File: config.mk
export PLATFORM = sky130hd
export DESIGN_NAME = pswallow_divider
export DESIGN_NICKNAME = d
export VERILOG_FILES = /design/src/rtl/pswallow_pkg.sv /design/src/rtl/pswallow_cfg.sv /design/src/rtl/pswallow_prescaler.sv /design/src/rtl/pswallow_counters.sv /design/src/rtl/pswallow_divider.sv
export SDC_FILE = /design/constraint.sdc
export NUM_CORES = 1
export LEC_CHECK = 0
export CORE_MARGIN = 4
export CORE_UTILIZATION = 40
export CTS_BUF_LIST = sky130_fd_sc_hd__clkbuf_4
export DETAILED_ROUTE_END_ITERATION = 7
export HOLD_SLACK_MARGIN = 0.05
export PLACE_DENSITY = 0.69
export REMOVE_ABC_BUFFERS = 1
export SETUP_SLACK_MARGIN = 0.3
export SYNTH_ARGS = -nofsm -noshare
export SYNTH_HDL_FRONTEND = slang
export SYNTH_HIERARCHICAL = 1
export SYNTH_SLANG_ARGS = --single-unit
File: constraint.sdc
create_clock -name clk -period 3.56 [get_ports clk]
set_input_delay 0.356 -clock clk [delete_from_list [all_inputs] [get_ports clk]]
set_output_delay 0.356 -clock clk [all_outputs]
set_load 0.01 [all_outputs]
File: src/rtl/pswallow_pkg.sv
// Package: shared types for the pulse-swallow divider.
// Holds the prescaler mode encoding used between the counters and the prescaler.
package pswallow_pkg;

    // Prescaler modulus selection: long (P+1) while swallowing, short (P) afterwards
    typedef enum logic {
        MOD_LONG  = 1'b0,
        MOD_SHORT = 1'b1
    } psc_mode_e;

endpackage

File: src/rtl/pswallow_cfg.sv
// Module: pswallow_cfg
// Validates offered settings, keeps them in a pending register, and moves the
// pending settings into the active register at each period end.
// Assumes that the default parameters form a valid setting (P != 0, B > A).
module pswallow_cfg #(
    parameter int P_W   = 4,
    parameter int A_W   = 4,
    parameter int B_W   = 8,
    parameter int DEF_P = 8,
    parameter int DEF_A = 3,
    parameter int DEF_B = 12
) (
    input  logic           clk,
    input  logic           rst_n,
    input  logic           load,
    input  logic [P_W-1:0] in_p,
    input  logic [A_W-1:0] in_a,
    input  logic [B_W-1:0] in_b,
    input  logic           apply,
    output logic [P_W-1:0] act_p,
    output logic [P_W-1:0] nxt_p,
    output logic [A_W-1:0] nxt_a,
    output logic [B_W-1:0] nxt_b,
    output logic           err
);
    localparam int CMP_W = (A_W > B_W) ? A_W : B_W;

    logic [CMP_W-1:0] a_ext, b_ext, act_a_ext, act_b_ext;
    logic             in_ok;
    logic [P_W-1:0]   pend_p;
    logic [A_W-1:0]   pend_a, act_a;
    logic [B_W-1:0]   pend_b, act_b;
    logic             pend_vld;

    // Decide whether the offered setting is legal
    always_comb begin
        a_ext = CMP_W'(in_a);
        b_ext = CMP_W'(in_b);
        in_ok = (in_p != '0) && (b_ext > a_ext);
    end

    // Settings to be used at the next period end
    always_comb begin
        nxt_p = pend_vld ? pend_p : act_p;
        nxt_a = pend_vld ? pend_a : act_a;
        nxt_b = pend_vld ? pend_b : act_b;
    end

    // Pending register: the last valid load wins until a period end consumes it
    always_ff @(posedge clk) begin
        if (!rst_n) begin
            pend_vld <= 1'b0;
            pend_p   <= '0;
            pend_a   <= '0;
            pend_b   <= '0;
        end else if (load && in_ok) begin
            pend_vld <= 1'b1;
            pend_p   <= in_p;
            pend_a   <= in_a;
            pend_b   <= in_b;
        end else if (apply) begin
            pend_vld <= 1'b0;
        end
    end

    // Active register: changes only at a period end
    always_ff @(posedge clk) begin
        if (!rst_n) begin
            act_p <= P_W'(DEF_P);
            act_a <= A_W'(DEF_A);
            act_b <= B_W'(DEF_B);
        end else if (apply) begin
            act_p <= nxt_p;
            act_a <= nxt_a;
            act_b <= nxt_b;
        end
    end

    // Error flag: reflects the outcome of the most recent load
    always_ff @(posedge clk) begin
        if (!rst_n)    err <= 1'b0;
        else if (load) err <= !in_ok;
    end

    assign act_a_ext = CMP_W'(act_a);
    assign act_b_ext = CMP_W'(act_b);

    AST_ACTIVE_LEGAL: assert property (@(posedge clk) disable iff (!rst_n)
        (act_b_ext > act_a_ext) && (act_p != '0));
    AST_HOLD_MIDPERIOD: assert property (@(posedge clk) disable iff (!rst_n)
        !apply |=> ($stable(act_p) && $stable(act_a) && $stable(act_b)));
    AST_REJECT_KEEPS: assert property (@(posedge clk) disable iff (!rst_n)
        (load && !in_ok && !apply) |=> (err && $stable(pend_vld) && $stable(pend_p)
                                         && $stable(pend_a) && $stable(pend_b)));
    AST_ERR_CLEARS: assert property (@(posedge clk) disable iff (!rst_n)
        (load && in_ok) |=> !err);
endmodule

File: src/rtl/pswallow_prescaler.sv
// Module: pswallow_prescaler
// Dual-modulus prescaler running synchronously on the fast clock. It produces a
// tick on the last input cycle of each prescaler cycle.
// Assumes p_val != 0 and that mode or p_val change only on a tick edge.
module pswallow_prescaler
    import pswallow_pkg::*;
#(
    parameter int P_W = 4
) (
    input  logic           clk,
    input  logic           rst_n,
    input  logic [P_W-1:0] p_val,
    input  psc_mode_e      mode,
    output logic           tick
);
    localparam int PC_W = P_W + 1;

    logic [PC_W-1:0] pc;
    logic [PC_W-1:0] last;

    // Terminal count: P in long mode, P-1 in short mode
    always_comb begin
        if (mode == MOD_LONG) last = PC_W'(p_val);
        else                  last = PC_W'(p_val) - PC_W'(1);
        tick = (pc == last);
    end

    // Input-cycle counter within the current prescaler cycle
    always_ff @(posedge clk) begin
        if (!rst_n)    pc <= '0;
        else if (tick) pc <= '0;
        else           pc <= pc + PC_W'(1);
    end

    AST_PC_IN_RANGE: assert property (@(posedge clk) disable iff (!rst_n)
        pc <= last);
endmodule

File: src/rtl/pswallow_counters.sv
// Module: pswallow_counters
// Swallow (A) and main (B) down-counters, stepped by prescaler ticks. A period
// ends when B completes its last tick, and both counters then reload.
// Assumes that the reload values satisfy B > A.
module pswallow_counters
    import pswallow_pkg::*;
#(
    parameter int A_W   = 4,
    parameter int B_W   = 8,
    parameter int DEF_A = 3,
    parameter int DEF_B = 12
) (
    input  logic           clk,
    input  logic           rst_n,
    input  logic           tick,
    input  logic [A_W-1:0] ld_a,
    input  logic [B_W-1:0] ld_b,
    output psc_mode_e      mode,
    output logic           timeout
);
    localparam int CMP_W = (A_W > B_W) ? A_W : B_W;

    logic [A_W-1:0] a_cnt;
    logic [B_W-1:0] b_cnt;

    // Period end and prescaler mode from counter state
    always_comb begin
        timeout = tick && (b_cnt == B_W'(1));
        mode    = (a_cnt != '0) ? MOD_LONG : MOD_SHORT;
    end

    // Count down once per prescaler tick and reload at the period end
    always_ff @(posedge clk) begin
        if (!rst_n) begin
            a_cnt <= A_W'(DEF_A);
            b_cnt <= B_W'(DEF_B);
        end else if (timeout) begin
            a_cnt <= ld_a;
            b_cnt <= ld_b;
        end else if (tick) begin
            b_cnt <= b_cnt - B_W'(1);
            if (a_cnt != '0) a_cnt <= a_cnt - A_W'(1);
        end
    end

    AST_SWALLOW_BELOW_MAIN: assert property (@(posedge clk) disable iff (!rst_n)
        CMP_W'(a_cnt) < CMP_W'(b_cnt));
    AST_MAIN_NONZERO: assert property (@(posedge clk) disable iff (!rst_n)
        b_cnt != '0);
    AST_RELOAD: assert property (@(posedge clk) disable iff (!rst_n)
        timeout |=> (a_cnt == $past(ld_a)) && (b_cnt == $past(ld_b)));
    AST_SWALLOW_STEP: assert property (@(posedge clk) disable iff (!rst_n)
        (tick && !timeout && (a_cnt != '0)) |=> (a_cnt == $past(a_cnt) - A_W'(1)));
endmodule

File: src/rtl/pswallow_divider.sv
// Module: pswallow_divider (top)
// Divides clk by B*P + A and emits a one-cycle pulse on the last cycle of each period.
// Built from a settings shadow, a dual-modulus prescaler and swallow/main counters.
// Assumes A_W <= B_W is not required; the comparison widths are derived internally.
module pswallow_divider
    import pswallow_pkg::*;
#(
    parameter int P_W   = 4,
    parameter int A_W   = 4,
    parameter int B_W   = 8,
    parameter int DEF_P = 8,
    parameter int DEF_A = 3,
    parameter int DEF_B = 12
) (
    input  logic           clk,
    input  logic           rst_n,
    input  logic           cfg_load,
    input  logic [P_W-1:0] cfg_p,
    input  logic [A_W-1:0] cfg_a,
    input  logic [B_W-1:0] cfg_b,
    output logic           div_pulse,
    output logic           cfg_err
);
    logic [P_W-1:0] act_p, nxt_p;
    logic [A_W-1:0] nxt_a;
    logic [B_W-1:0] nxt_b;
    psc_mode_e      mode;
    logic           tick;
    logic           timeout;

    pswallow_cfg #(
        .P_W(P_W), .A_W(A_W), .B_W(B_W),
        .DEF_P(DEF_P), .DEF_A(DEF_A), .DEF_B(DEF_B)
    ) u_cfg (
        .clk(clk), .rst_n(rst_n),
        .load(cfg_load), .in_p(cfg_p), .in_a(cfg_a), .in_b(cfg_b),
        .apply(timeout),
        .act_p(act_p), .nxt_p(nxt_p), .nxt_a(nxt_a), .nxt_b(nxt_b),
        .err(cfg_err)
    );

    pswallow_prescaler #(.P_W(P_W)) u_psc (
        .clk(clk), .rst_n(rst_n),
        .p_val(act_p), .mode(mode), .tick(tick)
    );

    pswallow_counters #(
        .A_W(A_W), .B_W(B_W), .DEF_A(DEF_A), .DEF_B(DEF_B)
    ) u_cnt (
        .clk(clk), .rst_n(rst_n), .tick(tick),
        .ld_a(nxt_a), .ld_b(nxt_b),
        .mode(mode), .timeout(timeout)
    );

    assign div_pulse = timeout;

    AST_PULSE_ON_TICK: assert property (@(posedge clk) disable iff (!rst_n)
        div_pulse |-> tick);
endmodule

# After elaboration in Yosys (flattened, before gate mapping)
# Index checks and enable logic that the tools add are counted.
[totals] latch_bits=0 mem_bits_rw=0 reg_bits=51 mem_bits_ro=0 n_memories=0 in_bits=19
[op_classes] shifts=0 reduce_logical=12 mux=10 mul=0 add_sub_neg=4 div_mod_pow=0 n_bitwise=1 eq_ne=2 order_cmp=1
[op_table] cell="$mux 8" count=3
[op_table] cell="$mux 4" count=4
[op_table] cell="$eq 8x1->1 const B" count=1
[op_table] cell="$gt 8x4->1" count=1
[op_table] cell="$reduce_bool 4->1" count=2
[op_table] cell="$sub 8x1->8 const B" count=1
[op_table] cell="$reduce_bool 2->1" count=3
[op_table] cell="$add 5x1->5 const B" count=1
[op_table] cell="$eq 5x5->1" count=1
[op_table] cell="$mux 5" count=1
[op_table] cell="$sub 4x1->5 const B" count=1
[op_table] cell="$reduce_and 2->1" count=2
[op_table] cell="$sub 4x1->4 const B" count=1
[op_table] cell="$logic_and 1x1->1" count=3
[op_table] cell="$mux 1" count=2
[op_table] cell="$reduce_or 2->1" count=1
[op_table] cell="$logic_not 1->1" count=1
[op_table] cell="$not 1->1" count=1

# Logic depth before layout (Yosys ltp)
[logic_depth] depth_word=6 ltp_mapped=16 ltp_nobuf=13

# Cells and area by module
# Netlist, hierarchy kept.
[modules_own_cells] module="pswallow_cfg" area_each_um2=1611.5 instances=1 cells_per_inst=162
[modules_own_cells] module="pswallow_counters" area_each_um2=842.1 instances=1 cells_per_inst=104
[modules_own_cells] module="pswallow_prescaler" area_each_um2=379.1 instances=1 cells_per_inst=39

# Worst setup path before layout
# No wires, ideal clock.
[synth_timing] path_kind="register -> register" startpoint="register u_cnt.a_cnt[0]" endpoint="register u_cfg.act_a[0]" period_less_slack_ps=3854 n_path_buf=3 stages_incl_launch_ff=17 arrival_time_ps=3727 path_slack_ps=-294 cell_sequence="dfxtp_1 -> inv_1 -> ha_1 -> or3b_2 -> inv_1 -> nor4bb_1 -> xor2_1 -> a211oi_4 -> and2_1 -> buf_2 -> and4bb_1 -> nand2_1 -> inv_1 -> clkbuf_1 -> buf_2 -> mux2i_1 -> nand2_1"
[synth_via] elab_chain_cells=4
[synth_lines] item="from (decl)" line_no="pswallow_counters.sv:23" text="logic [A_W-1:0] a_cnt;"
[synth_lines] item="from (signal assigned)" line_no="pswallow_counters.sv:35" text="a_cnt <= A_W'(DEF_A);"
[synth_lines] item="from (signal assigned)" line_no="pswallow_counters.sv:38" text="a_cnt <= ld_a;"
[synth_lines] item="from (signal assigned)" line_no="pswallow_counters.sv:42" text="if (a_cnt != '0) a_cnt <= a_cnt - A_W'(1);"
[synth_lines] item="$reduce_bool 4->1" line_no="pswallow_counters.sv:29" text="mode = (a_cnt != '0) ? MOD_LONG : MOD_SHORT;"
[synth_lines] item="$mux 5" line_no="pswallow_prescaler.sv:23" text="if (mode == MOD_LONG) last = PC_W'(p_val);"
[synth_lines] item="$eq 5x5->1" line_no="pswallow_prescaler.sv:25" text="tick = (pc == last);"
[synth_lines] item="via tick" line_no="pswallow_divider.sv:28" text="logic tick;"
[synth_lines] item="$logic_and 1x1->1" line_no="pswallow_counters.sv:28" text="timeout = tick && (b_cnt == B_W'(1));"
[synth_lines] item="via div_pulse" line_no="pswallow_divider.sv:21" text="output logic div_pulse,"
[synth_lines] item="to (signal assigned)" line_no="pswallow_cfg.sv:70" text="act_a <= A_W'(DEF_A);"
[synth_lines] item="to (signal assigned)" line_no="pswallow_cfg.sv:74" text="act_a <= nxt_a;"
[synth_lines] item="to (decl)" line_no="pswallow_cfg.sv:31" text="logic [A_W-1:0] pend_a, act_a;"
# The timed path passes the listed nets, and every way through them passes these cells.
# A chain may end at the register's enable or synchronous reset.

# Worst setup path after layout
[layout_timing] startpoint="register u_cnt.a_cnt[1]" endpoint="output div_pulse"
[layout_via] elab_chain_cells=4
[layout_lines] item="$reduce_bool 4->1" line_no="pswallow_counters.sv:29"
[layout_lines] item="$mux 5" line_no="pswallow_prescaler.sv:23"
[layout_lines] item="$eq 5x5->1" line_no="pswallow_prescaler.sv:25"
[layout_lines] item="via tick" line_no="pswallow_divider.sv:28"
[layout_lines] item="$logic_and 1x1->1" line_no="pswallow_counters.sv:28"
[layout_lines] item="to (decl)" line_no="pswallow_divider.sv:21"
# The timed path passes the listed nets, and every way through them passes these cells.

==> out/metrics.csv <==
metric,value,unit
intPower,742,uW
placement_rows,30,
cts_root_buffer,sky130_fd_sc_hd__clkbuf_4,
antenna_found_initial,0,
finalCriticalPeriod,3180,ps
final_net_count,351,
first_pass_iters,4,
boundaryPins,21,
grt_pass1_vias,2079,
rsz0062_at_grt,no,
syn_inst,305,
clkSlewWorstSetupHoldPaths,180,ps
fin_hold_ws,450,ps
synth.distinct_cells,53,
netSwitchingPower,290,uW
filler_cell_count,678,
post_dr_wirelength_cell,14.2,um
core_area,6830,um2
tritoncts.num_buffers,5,
final_antenna_net_count,0,
synth_seq_area_share,36.0,%
worst_margin_slew,697,ps
detail_route.vias_per_cell,5.29,
hold_path.class,input port to flip-flop,
globalplace.congestion,0.850,
post_syn_area,2830,um2
yosys_most_used_dff,sky130_fd_sc_hd__dfxtp_1,
p_leak,1.21,nW
switching_share,28.1,%
clockPowerShare,28.9,%
critPathMaxFanout,7,
post_synth.cell_area_avg,9.29,um2
drtIter0Drc,137,
critPathMostFrequentCell,sky130_fd_sc_hd__inv_2,
power.ir.vdd_worst,0.000268,V
async_reset_ff_share,0,%
detail_placement_hpwl,4130,um
post_route_cells_drive_above_1_share,18.8,%
post_synth_top_area_cell,sky130_fd_sc_hd__dfxtp_1,
ys_ff_latch,51,
critical_path_required,3200,ps
slew_headroom,53.6,%
numPortBuffers,20,
cts_tree,done,
clock_path_buffers,2,
die_width,92.2,um
cp_cell_sequence,inv_2 > ha_4 > or3b_4 > inv_4 > nor4b_4 > xnor2_1 > a211oi_4 > and2_4 > and4bb_1 > nand2_2 > inv_2 > clkdlybuf4s15_2,
grt_pass1_wl,9920,um
worstSetupStartpointType,flip-flop,
skew,20.1,ps
synth-edff-count,0,
final.setup.worst_slack,376,ps
setup.worst_path.end_class,primary output,
power_per_cell_area,316,nW/um2
drv_cap,0,
combPwrFrac,12.1,%
sequentialPowerShare,59.0,%
timing.critical_path.slowest_stage_cell,sky130_fd_sc_hd__or3b_4,
dieHeight,92.2,um
report.final.slew_viol_count,0,
die_area,8490,um2
placed_cells,409,
grt_max_degree,43,
setup_viol_count_final,0,
yosys_warnings,6,
biggest_cell_delay_along_the_critical_path,400,ps
path_class,flip-flop to primary output,
num_vias,2220,
antenna_cell_count,0,
drt-total-wl,5980,um
globalRoute.totalOverflow,0,
cts_hold_buffers,0,
timing_hold_violations_final,0,
clock_latency,390,ps
syn2layout_area_growth,15.1,%
clock-sinks,51,
synth_top_cells_by_area,"sky130_fd_sc_hd__dfxtp_1 36%, sky130_fd_sc_hd__mux2i_1 12%, sky130_fd_sc_hd__mux2_2 6.4%",
worstPathArrival,2830,ps
groute.usage.overall,14.3,%
final.period_utilization,89.4,%
cts.htree.levels,2,
run_status,"complete, no violations",
start_util,41.5,%
post-place-ws,82.0,ps
synth_top_area_share,36.0,%
clock.fmax,0.314,GHz
fin_cells,420,
drt_drc_violations_left,0,
==> flip-flops by register name (all words and copies together), names as in the netlist <==
signal and cells:
u_cfg/act_b 8, u_cfg/pend_b 8, u_cnt/b_cnt 8, u_psc/pc 5, u_cfg/act_a 4, u_cfg/act_p 4, u_cfg/pend_a 4, u_cfg/pend_p 4
u_cnt/a_cnt 4, u_cfg/err 1, u_cfg/pend_vld 1
==> layout by cell type, fill, tap and decap left out, types with 5 or more instances in the layout <==
master	n
sky130_fd_sc_hd__dfxtp_1	49
sky130_fd_sc_hd__nand2_1	43
sky130_fd_sc_hd__mux2i_1	34
sky130_fd_sc_hd__clkdlybuf4s50_1	18
sky130_fd_sc_hd__mux2_2	16
sky130_fd_sc_hd__nor2b_1	15
sky130_fd_sc_hd__inv_1	13
sky130_fd_sc_hd__buf_4	12
sky130_fd_sc_hd__nor2_1	8
sky130_fd_sc_hd__ha_1	8
sky130_fd_sc_hd__nand3_1	8
sky130_fd_sc_hd__a21oi_1	8
sky130_fd_sc_hd__clkbuf_4	5
==> what timing repair did <==
item | 4_1_cts | 5_1_grt
endpoints found under the setup margin | 26 | 3
pin swaps | 1 | 4
hold endpoints to repair | 0 | 0
resized for setup | 12 | 9
setup buffers | 1 | 2
==> logic make-up (layout without fill, tap and decap cells) <==
kind of cell | after synthesis | in the layout | synth area share (%)
compound gates | 37 | 37 | 10.2
xor+xnor | 10 | 10 | 3.84
fa+ha+maj | 9 | 9 | 3.98
buf+inv | 38 | 57 | 6.36
flops | 51 | 51 | 36.0
mux | 50 | 50 | 18.4
simple gates | 110 | 110 | 21.2
==> power by group through the flow <==
stage | Sequential (mW) | Combinational (mW) | Clock [mW]
2_1_floorplan | 0.617 | 0.0702 | 0
3_3_place_gp | 0.619 | 0.121 | 0
3_5_place_dp | 0.619 | 0.123 | 0
4_1_cts | 0.608 | 0.124 | 0.302
5_1_grt | 0.612 | 0.136 | 0.329
6_report | 0.609 | 0.125 | 0.298
==> through the flow <==
stage               utilization, %  instance area (um2)  setup TNS (ps)  power (mW)
detailed placement            45.4                 3100               0       0.743
floorplan                        -                 2720           -4750       0.687
CTS                           46.9                 3200               0        1.03
finish                        47.7                 3260               0        1.03
global route                  47.7                 3260               0        1.08
global placement              45.4                 3100               0       0.740
==> layer usage <==
layer | routed length, um | vias to the layer above | part of all wire (%) | track usage (%)
li1 | - | 1118 | - | -
met1 | 2970 | 1048 | 50 | 20.2
met2 | 2740 | 52 | 46 | 22.1
met3 | 249 | 2 | 4.2 | 2.87
met4 | 19 | 0 | 0.32 | 3.84
met5 | 0 | - | 0 | 0
==> critical path, delay by kind of cell (launching register included) <==
family,cells,cell delay (ps)
adder cells (fa/ha/maj),1,140
flip-flops,1,370
AO/OA/AOI/OAI,1,230
buffers and inverters,4,460
AND/OR/NAND/NOR,5,1110
XOR/XNOR,1,140
==> synth_stat cells, drive strengths merged, types with 2 or more instances <==
cell type / instances
nor4b: 3
xor2: 4
o21ai: 4
nor4: 4
o31ai: 2
nor3: 4
buf: 7
and3: 4
nand3: 9
a2111oi: 4
mux2i: 34
clkbuf: 14
dfxtp: 51
xnor2: 5
nand4: 3
nor2: 8
o2111a: 2
or4: 5
a211oi: 2
o211ai: 3
ha: 9
or3b: 2
a311oi: 4
mux2: 16
inv: 17
nor2b: 15
nand2: 44
a21oi: 9
==> path summary, 6_finish.rpt <==
path	from	end	slack (ps)	cells after the start
worst max-delay path	u_cnt/a_cnt[1]$_SDFFE_PN1P_	div_pulse	380	12
worst min-delay path	rst_n	u_cfg/act_b[2]$_SDFFE_PN1P_	450	2
worst min register to register	u_cfg/pend_a[3]$_SDFFE_PN0P_	u_cfg/pend_a[3]$_SDFFE_PN0P_	470	2
worst max register to register	u_cnt/a_cnt[1]$_SDFFE_PN1P_	u_cnt/b_cnt[4]$_SDFFE_PN0P_	400	12
==> final cells by class <==
type                    count  area, um2  area share [%]
inverters                  17       66.3            2.03
clock inverters             3       26.3           0.806
well taps                  96        120            3.68
flip-flops and latches     51       1020            31.4
repair buffers             32        287            8.79
multi-input cells         216       1700            52.1
clock buffers               5       37.5            1.15
(Power assumes the default switching activity.)
